File: src/rtl/tx4b5b_pkg.sv
package tx4b5b_pkg;
  localparam int NIB_W = 4;
  localparam int GRP_W = 5;

  typedef logic [NIB_W-1:0] nib_t;
  typedef logic [GRP_W-1:0] grp_t;

  localparam grp_t GRP_IDLE = 5'b11111;
  localparam grp_t GRP_J    = 5'b11000;
  localparam grp_t GRP_K    = 5'b10001;
  localparam grp_t GRP_T    = 5'b01101;
  localparam grp_t GRP_R    = 5'b00111;
  localparam grp_t GRP_HALT = 5'b00100;

  // Frame position held between edges
  typedef enum logic [1:0] {
    ST_IDLE,
    ST_K,
    ST_DATA,
    ST_R
  } seq_st_e;

  // Which group the output register loads at this edge
  typedef enum logic [2:0] {
    SEL_IDLE,
    SEL_J,
    SEL_K,
    SEL_DATA,
    SEL_HALT,
    SEL_T,
    SEL_R
  } grp_sel_e;
endpackage

File: src/rtl/tx4b5b_map.sv
module tx4b5b_map
  import tx4b5b_pkg::*;
(
  input  nib_t nib_in,
  output grp_t grp_o
);
  always_comb begin
    unique case (nib_in)
      4'h0: grp_o = 5'b11110;
      4'h1: grp_o = 5'b01001;
      4'h2: grp_o = 5'b10100;
      4'h3: grp_o = 5'b10101;
      4'h4: grp_o = 5'b01010;
      4'h5: grp_o = 5'b01011;
      4'h6: grp_o = 5'b01110;
      4'h7: grp_o = 5'b01111;
      4'h8: grp_o = 5'b10010;
      4'h9: grp_o = 5'b10011;
      4'hA: grp_o = 5'b10110;
      4'hB: grp_o = 5'b10111;
      4'hC: grp_o = 5'b11010;
      4'hD: grp_o = 5'b11011;
      4'hE: grp_o = 5'b11100;
      default: grp_o = 5'b11101;
    endcase
  end
endmodule

File: src/rtl/tx4b5b_seq.sv
module tx4b5b_seq
  import tx4b5b_pkg::*;
(
  input  logic     clk,
  input  logic     rst_n,
  input  logic     tx_en,
  input  logic     tx_er,
  output grp_sel_e sel_o
);
  seq_st_e st_q, st_d;

  always_comb begin
    st_d  = st_q;
    sel_o = SEL_IDLE;
    unique case (st_q)
      ST_IDLE: begin
        if (tx_en) begin
          sel_o = SEL_J;      // first preamble nibble overwritten
          st_d  = ST_K;
        end
      end
      ST_K: begin
        sel_o = SEL_K;        // K regardless of enable
        st_d  = ST_DATA;
      end
      ST_DATA: begin
        if (tx_en) begin
          sel_o = tx_er ? SEL_HALT : SEL_DATA;
        end else begin
          sel_o = SEL_T;      // end delimiter wins over error
          st_d  = ST_R;
        end
      end
      default: begin
        sel_o = SEL_R;        // R always completes
        st_d  = ST_IDLE;
      end
    endcase
  end

  always_ff @(posedge clk) begin
    if (!rst_n) st_q <= ST_IDLE;
    else        st_q <= st_d;
  end
endmodule

File: src/rtl/tx4b5b_enc.sv
module tx4b5b_enc
  import tx4b5b_pkg::*;
(
  input  logic             clk,
  input  logic             rst_n,
  input  logic             tx_en,
  input  logic             tx_er,
  input  logic [NIB_W-1:0] txd,
  output logic [GRP_W-1:0] grp_out,
  output logic             grp_valid
);
  grp_sel_e sel;
  grp_t     data_grp;
  grp_t     grp_d;

  tx4b5b_seq u_seq (
    .clk   (clk),
    .rst_n (rst_n),
    .tx_en (tx_en),
    .tx_er (tx_er),
    .sel_o (sel)
  );

  tx4b5b_map u_map (
    .nib_in (txd),
    .grp_o  (data_grp)
  );

  always_comb begin
    unique case (sel)
      SEL_J:    grp_d = GRP_J;
      SEL_K:    grp_d = GRP_K;
      SEL_DATA: grp_d = data_grp;
      SEL_HALT: grp_d = GRP_HALT;
      SEL_T:    grp_d = GRP_T;
      SEL_R:    grp_d = GRP_R;
      default:  grp_d = GRP_IDLE;
    endcase
  end

  always_ff @(posedge clk) begin
    if (!rst_n) begin
      grp_out   <= GRP_IDLE;
      grp_valid <= 1'b0;
    end else begin
      grp_out   <= grp_d;
      grp_valid <= 1'b1;
    end
  end
endmodule

File: config.mk
export PLATFORM = sky130hd
export DESIGN_NAME = tx4b5b_enc
export DESIGN_NICKNAME = d
export VERILOG_FILES = /design/src/rtl/tx4b5b_pkg.sv /design/src/rtl/tx4b5b_map.sv /design/src/rtl/tx4b5b_seq.sv /design/src/rtl/tx4b5b_enc.sv
export SDC_FILE = /design/constraint.sdc
export NUM_CORES = 1
export LEC_CHECK = 0
export ABC_AREA = 1
export CORE_AREA = 5 5 42 44
export CTS_CLUSTER_SIZE = 8
export DETAILED_ROUTE_END_ITERATION = 6
export DIE_AREA = 0 0 47 49
export GPL_TIMING_DRIVEN = 0
export PLACE_DENSITY = 0.68
export RECOVER_POWER = 100
export SETUP_SLACK_MARGIN = 0.1
export SYNTH_ARGS = -nofsm -noshare
export SYNTH_HDL_FRONTEND = slang
export SYNTH_SLANG_ARGS = --single-unit
File: constraint.sdc
create_clock -name clk -period 1.2 [get_ports clk]
set_input_delay 0.24 -clock clk [delete_from_list [all_inputs] [get_ports clk]]
set_output_delay 0.24 -clock clk [all_outputs]
set_load 0.05 [all_outputs]
After elaboration in Yosys (flattened, before gate mapping) --
Memory sizes are Yosys's and may differ from the RTL's. Index checks and enable logic that the tools add are counted.
Word-level totals: memories kept 1, bits in latches 0, word-level logic and storage cells 25, output and inout bits 6, RAM bits 0, bits of input ports 8, register bits after elaboration 8, ROM bits 80
Cells by class: shift operators 0, $mul 0, magnitude comparators 0, div/mod/pow operators 0, equality and inequality tests 10, $add $sub $neg 0, bitwise logic cells 0, mux-type cells 9, reductions and logical operators 2
Memory list:
- (name not given) | words 16, bits a word 5, rd ports 1, clocked after memory_dff 0, write ports 0, RTL line tx4b5b_map.sv:8 | unique case (nib_in)
Operators by type and width (count):
- case mux 5 bit (6 select lines) | 1
- equality test 3 bit (second input constant) | 3
- case mux 3 bit (3 select lines) | 1
- equality test 3 x 2 -> 1 bit (second input constant) | 2
- 2-to-1 mux 3 bit | 2
- case mux 2 bit (3 select lines) | 1
- 2-to-1 mux 2 bit | 2
- != test 2 bit (second input constant) | 2
- equality test 3 x 1 -> 1 bit (second input constant) | 1
- equality test 2 x 1 -> 1 bit (second input constant) | 1
- equality test 2 bit (second input constant) | 1
- zero test 2 bit | 1
- 2-to-1 mux 1 bit | 2
- AND reduction 2 bit | 1

Depth between registers and ports, before layout --
Gate-level depths: netlist of run 1.
depth after elaboration 5, mapped depth 10, depth with buffers taken out 10

Cells and area by module --
From an unflattened synthesis of run 1, not the netlist that was laid out.
Second synthesis, totals: cell total of the unflattened synthesis 83, area, all modules 513.0 sq um
By module, submodules not included:
- tx4b5b_enc | sequential area each 120.1 sq um, times used 1, cells an instance 36, area each 246.5 sq um
- tx4b5b_seq | sequential area each 40.0 sq um, times used 1, cells an instance 32, area each 196.4 sq um
- tx4b5b_map | sequential area each 0.0 sq um, times used 1, cells an instance 15, area each 70.1 sq um

Worst setup path after synthesis of run 1 --
OpenSTA, ideal clock, no wires.
path type flip-flop to flip-flop, from reg u_seq.st_q[0], to reg grp_out[0], arrival time 1184 ps, path buffers 0, setup slack -98 ps, required time 1086 ps, library setup time 114 ps, cell stages (with the launch flop) 11, period minus slack after synthesis 1298 ps, cell sequence dfxtp_1 inv_1 ha_1 nand3_1 nand2_2 inv_1 nand3_1 nand2_1 inv_1 nand2_2 nand2_1
On the way: cells in the longest elaborated chain, start to end 4, elaborated cells on any way between the ends 11, those cells by class 8 x eq/ne; 2 x mux; 1 x reduce/logical
RTL lines:
- start: declaration | RTL line tx4b5b_seq.sv:10 | seq_st_e st_q, st_d;
- start signal: assignment | RTL line tx4b5b_seq.sv:43 | else st_q <= st_d;
- equality test 2 bit (tied with other cells) | RTL line tx4b5b_seq.sv:15 | unique case (st_q)
- case mux 3 bit (3 select lines) * | RTL line tx4b5b_seq.sv:15
- equality test 3 bit (tied with other cells) | RTL line tx4b5b_enc.sv:30 | unique case (sel)
- case mux 5 bit (6 select lines) * | RTL line tx4b5b_enc.sv:30
- end signal: assignment | RTL line tx4b5b_enc.sv:46 | grp_out <= grp_d;
- end: declaration | RTL line tx4b5b_enc.sv:9 | output logic [GRP_W-1:0] grp_out,
Mark *: on every way between the ends. The rest lies on a longest branch, timed or not. A chain may end at the register's enable or synchronous reset.

Final worst setup path of run 1 --
from reg u_seq.st_q[0], to reg grp_out[3]
Same word-level chain as after synthesis.

==> results.cfg, run 1 <==
[route]
wirelength_mm = 1.156
vias_per_cell = 4.600
ant_nets = 0
drt_iter0_drc = 3
avgRoutedWirePerCell_um = 10.05
dr.pass1.iters = 2
drc = 0
via_count = 529

[logic_synthesis]
synth-seq-cells = 8
ys_warn_count = 0
synth_cell_types = 14
synthesis.area_um2 = 499.2
avgSynthCellArea_um2 = 6.569
synth-seq-area-share = 0.3208
syn_inst = 76
syn_nets = 88

[critical_path]
critPathLaunch = u_seq.st_q[0]
crit_type = register to register
path_common_cell = nand2_2
regToRegStartpoint = u_seq.st_q[0]
crit_chain = inv_4 -> ha_4 -> nand3_4 -> nand2_4 -> nand4_4 -> nand2_2 -> inv_2 -> nand2_2 -> nand2_1
cp.arrival_ps = 1440
worst-r2r-cell-count = 9
cpMaxStageDelayCell = dfxtp_4
critPathMaxFanout = 5
reg2reg_slack_ps = -110
critPathCaptureType = register
worst_path_largest_cell_delay_ps = 370
crit_end = grp_out[3]
startpoint_type = register
required_ps = 1340
regToRegEndpoint = grp_out[3]

[status]
status = complete, but fails checks
violations = setup timing

[timing]
rsz0062_at_grt = true
fin_ws_ps = -107.6
tns_ps = -462.3
period_share = 1.090
fmax_ghz = 0.7647
worst_slew_pin_slew_ps = 308.8
finalSetupViolCount = 5
hold_viol_final = 0
drv_slew = 0
finClkSkew_ps = 1.700
max-slew-margin-rel = 0.7942
fin_crit_ps = 1308

[cts]
clkSinkCount = 8
clk_latency_ps = 250
cts_hold_buf = 0
clk_path_buf_depth = 2
htree_levels = 1
root_buffer = clkbuf_4
numCtsBuffers = 3
cts_tree = yes
clkTransAtPathRegs_ps = 50

[power_and_ir_drop]
leakage_nw = 0.3726
irDropWorstVdd_mv = 1.240
power.density_nw_per_um2 = 2527

[die]
dieArea_um2 = 2303
io_pins = 14
coreArea_um2 = 1401
start_util = 0.3563
die_w_um = 47
rows = 14
die_y_um = 49

[run]
maxCapViolations = 0

[grt]
grt_max_degree = 8
grt_antenna_before_repair = 0
globalRouteOverflowTotal = 0
grt_pass1_vias = 520
grt_usage = 0.1120
grt_pass1_wl_mm = 1.973

[finish]
syn_to_final_growth_pct = 69.17
utilization = 0.6027
layout_commonest_cell = nand2_1
insertedDiodeCount = 0
drive_gt1_frac = 0.4747
nFillCells = 144
final_cell_mix = nand2_1 (12), nand2_2 (7), nor2_1 (7)
finish.net_count = 112

[placed_design]
hpwl_um = 840.2
place.gp.congestion = 0.7382
port_buffers = 13

[hold_path]
worstHoldPathType = register to register
Yosys cell counts, drive strengths merged:
master	instances	area [µm²]
nand4	1	12.51
clkinv	1	3.750
nor2	9	33.78
a21oi	5	25.02
nand2	23	96.34
o21ai	8	40.04
ha	4	50.05
nand3	7	40.04
inv	10	37.53
dfxtp	8	160.2
kinds of logic after synthesis:
group	synth area share
and+or+nand+nor	0.3659
DFF	0.3208
AOI/OAI and AO/OA	0.1303
adders and majority gates	0.1003
buffers and inverters	0.08269
area by class of cell:
class | instances | area [µm²] | share of cell area
inverters | 11 | 50.05 | 0.05926
multi-input cells | 57 | 436.7 | 0.5170
well taps | 16 | 20.02 | 0.02370
clock buffers | 4 | 26.28 | 0.03111
repair buffers | 19 | 143.9 | 0.1704
flip-flops and latches | 8 | 167.7 | 0.1985
routing by layer:
| layer | up-vias | part of all wire | GRT usage |
|---|---|---|---|
| li1 | 290 | - | - |
| met1 | 225 | 0.42 | 0.1187 |
| met2 | 12 | 0.52 | 0.1968 |
| met3 | 2 | 0.053 | 0.03690 |
| met4 | 0 | 0.012 | 0.03687 |
| met5 | - | 0 | 0 |
state kept, by name (all words and copies together) (netlist names):
name and count:
grp_valid 1, grp_out 5, u_seq.st_q 2
power by group:
part | switching, mW | total (mW) | leakage, nW | internal, mW
Clock | 0.0854 | 0.212 | 0.0150 | 0.127
Sequential | 0.0785 | 0.462 | 0.0678 | 0.384
Combinational | 0.908 | 1.46 | 0.290 | 0.552
how the worst min path moves through the flow:
stage | start | cells after the start | endpoint | slack, ps
after floorplan | rst_n | 0 | grp_valid | 270
after global routing | u_seq.st_q[1] | 2 | u_seq.st_q[1] | 570
after CTS | u_seq.st_q[1] | 2 | u_seq.st_q[1] | 560
after detailed placement | u_seq.st_q[1] | 2 | u_seq.st_q[1] | 540
after global placement | u_seq.st_q[1] | 2 | u_seq.st_q[1] | 530
final | u_seq.st_q[1] | 2 | u_seq.st_q[1] | 550
critical path: cells and delay by family (launching register included):
family	cells	cell delay, ps
flops	1	370
simple gates	6	530
fa+ha+maj	1	190
buf+inv	2	110
stage by stage:
stage	std cells	power [mW]	setup WS, ps	hold slack, ps	cell area [µm²]
6_report	115	2.134	-107.6	554.3	844.6
3_3_place_gp	105	1.734	-440.2	532.0	758.2
5_1_grt	115	2.329	-209.8	566.4	844.6
4_1_cts	113	2.064	-103.5	557.9	817.0
2_1_floorplan	76	1.467	-1.440	267.7	608.1
3_5_place_dp	105	1.744	-453.0	538.0	758.2
what timing repair did:
| item | 4_1_cts | 5_1_grt |
|---|---|---|
| setup endpoints to repair | 13 | 7 |
| buffers inserted | 4 | 2 |
| gates cloned | 0 | 0 |
| pin swaps | 10 | 1 |
| endpoints found under the hold margin | 0 | 0 |
| gates resized for setup | 39 | 6 |
Power figures use the tool's default switching activity.
==> run 2: changes to the inputs <==
- CAP_MARGIN: unset -> 20
- CORE_AREA: 5 5 42 44 -> 2 2 39 41
- DIE_AREA: 0 0 47 49 -> 0 0 41 43
==> results.cfg, run 2 (synthesis gave the netlist of run 1 again) <==
[status]
status = complete, but fails checks
violations = setup timing

[critical_path]
worst-r2r-cell-count = 9
path_buf_inv = 1
critPathCaptureType = register
cpMaxStageDelayCell = dfxtp_4
cp.depth = 9
path_delay_family = simple AND/OR/NAND/NOR gates
crit_chain = inv_4 -> ha_4 -> nand2_2 -> nand2_4 -> nand2_4 -> nand2_2 -> o21ai_1 -> nor2_1 -> nand2_1
critPathMaxFanout = 5
required_ps = 1340
crit_type = register to register
worst_path_largest_cell_delay_ps = 370
startpoint_type = register
cp.arrival_ps = 1460

[timing]
finalSetupViolCount = 6
fin_crit_ps = 1321
period_share = 1.101
drv_slew = 0
rsz0062_at_grt = true
hold_viol_final = 0
tns_ps = -518.0
worst_slew_pin_slew_ps = 302.5
max-slew-margin-rel = 0.7983
fin_ws_ps = -121.1
finClkSkew_ps = 2.657
fmax_ghz = 0.7570

[route]
wirelength_mm = 1.112
drc = 0
via_count = 529
ant_nets = 0
dr.pass1.iters = 4
drt_iter0_drc = 5
avgRoutedWirePerCell_um = 9.929
vias_per_cell = 4.723

[finish]
instances_no_fill = 112
finish.net_count = 109
syn_to_final_growth_pct = 67.67
drive_gt1_frac = 0.4583
layout_commonest_cell = nand2_1
multi_input_comb_area_um2 = 444.2
largest_reg_flops = 5
final_cell_mix = nand2_1 (11), nand2_2 (7), nor2_1 (7)
nFillCells = 129
largest-register = grp_out
final-seq-area_um2 = 167.7
reg_top3 = grp_out x5, u_seq.st_q x2, grp_valid x1
insertedDiodeCount = 0
utilization = 0.6049

[die]
coreArea_um2 = 1384
die_y_um = 43
io_pins = 14
die_w_um = 41
rows = 14
dieArea_um2 = 1763
start_util = 0.3608

[cts]
clkSinkCount = 8
clk_latency_ps = 250
clkTransAtPathRegs_ps = 50
cts_tree = yes
clk_path_buf_depth = 2
htree_levels = 1
numCtsBuffers = 3
root_buffer = clkbuf_4

[run]
maxCapViolations = 0

[power_and_ir_drop]
power.density_nw_per_um2 = 2527
irDropWorstVdd_mv = 1.221
total_power_mw = 2.115
leakage_nw = 0.3600

[grt]
globalRouteOverflowTotal = 0
grt_usage = 0.1497
grt_antenna_before_repair = 0
grt_pass1_wl_mm = 1.766
grt_max_degree = 8
grt_pass1_vias = 478

[placed_design]
port_buffers = 13
place.gp.congestion = 0.7833
dp_cells = 105
pre_cts_ws_ps = -435.9

[hold_path]
hold_depth = 2
worstHoldPathType = register to register
==> run 2: cell types whose count changed in the layout (fill, tap and decap cells not counted), sizes merged <==
cell,delta
buf,-3
clkdlybuf4s50,-1
dlygate4sd3,+1
==> run 2: repair_timing <==
| action | 4_1_cts | 5_1_grt |
|---|---|---|
| setup buffers | 0 | 3 |
| setup endpoints to repair | 13 | 8 |
| hold buffers | 0 | 0 |
| pin swaps | 8 | 4 |
| resized for setup | 42 | 9 |
==> run 2: final timing paths <==
path,from,end,slack [ps]
worst min-delay path,u_seq.st_q[1],u_seq.st_q[1],550
worst max-delay path,u_seq.st_q[0],grp_out[1],-120
worst max register to register,u_seq.st_q[0],grp_out[1],-120
worst min register to register,u_seq.st_q[1],u_seq.st_q[1],550
==> run 2: tightest hold or removal path, cell delays in order (launching register included) <==
cell	delay [ps]
dfxtp_4	370
inv_4	80
a21oi_1	60
==> run 2: layout make-up <==
type,instances,area share
timing repair buffer,16,0.1495
multi-input combinational,57,0.5306
sequential,8,0.2003
inverter,11,0.06428
clock buffer,4,0.03139
tap,16,0.02392
==> run 2: routing by layer <==
layer / part of all wire / up-vias / track usage
li1: - / 283 / -
met5: 0 / - / 0
met2: 0.54 / 16 / 0.2563
met3: 0.068 / 0 / 0.09424
met4: 0 / 0 / 0.02000
met1: 0.39 / 230 / 0.1484
==> run 2: stage by stage <==
stage	cell area, µm²	hold WS (ps)
6_report	837.1	549.7
5_1_grt	837.1	570.4
4_1_cts	795.8	552.5
3_5_place_dp	758.2	533.0
3_3_place_gp	758.2	530.9
2_1_floorplan	608.1	267.7
==> run 2: power breakdown <==
group | switching, mW | internal, mW | total (mW) | leakage, nW
Combinational | 0.921 | 0.517 | 1.44 | 0.277
Clock | 0.0897 | 0.127 | 0.217 | 0.0150
Sequential | 0.0765 | 0.384 | 0.460 | 0.0678
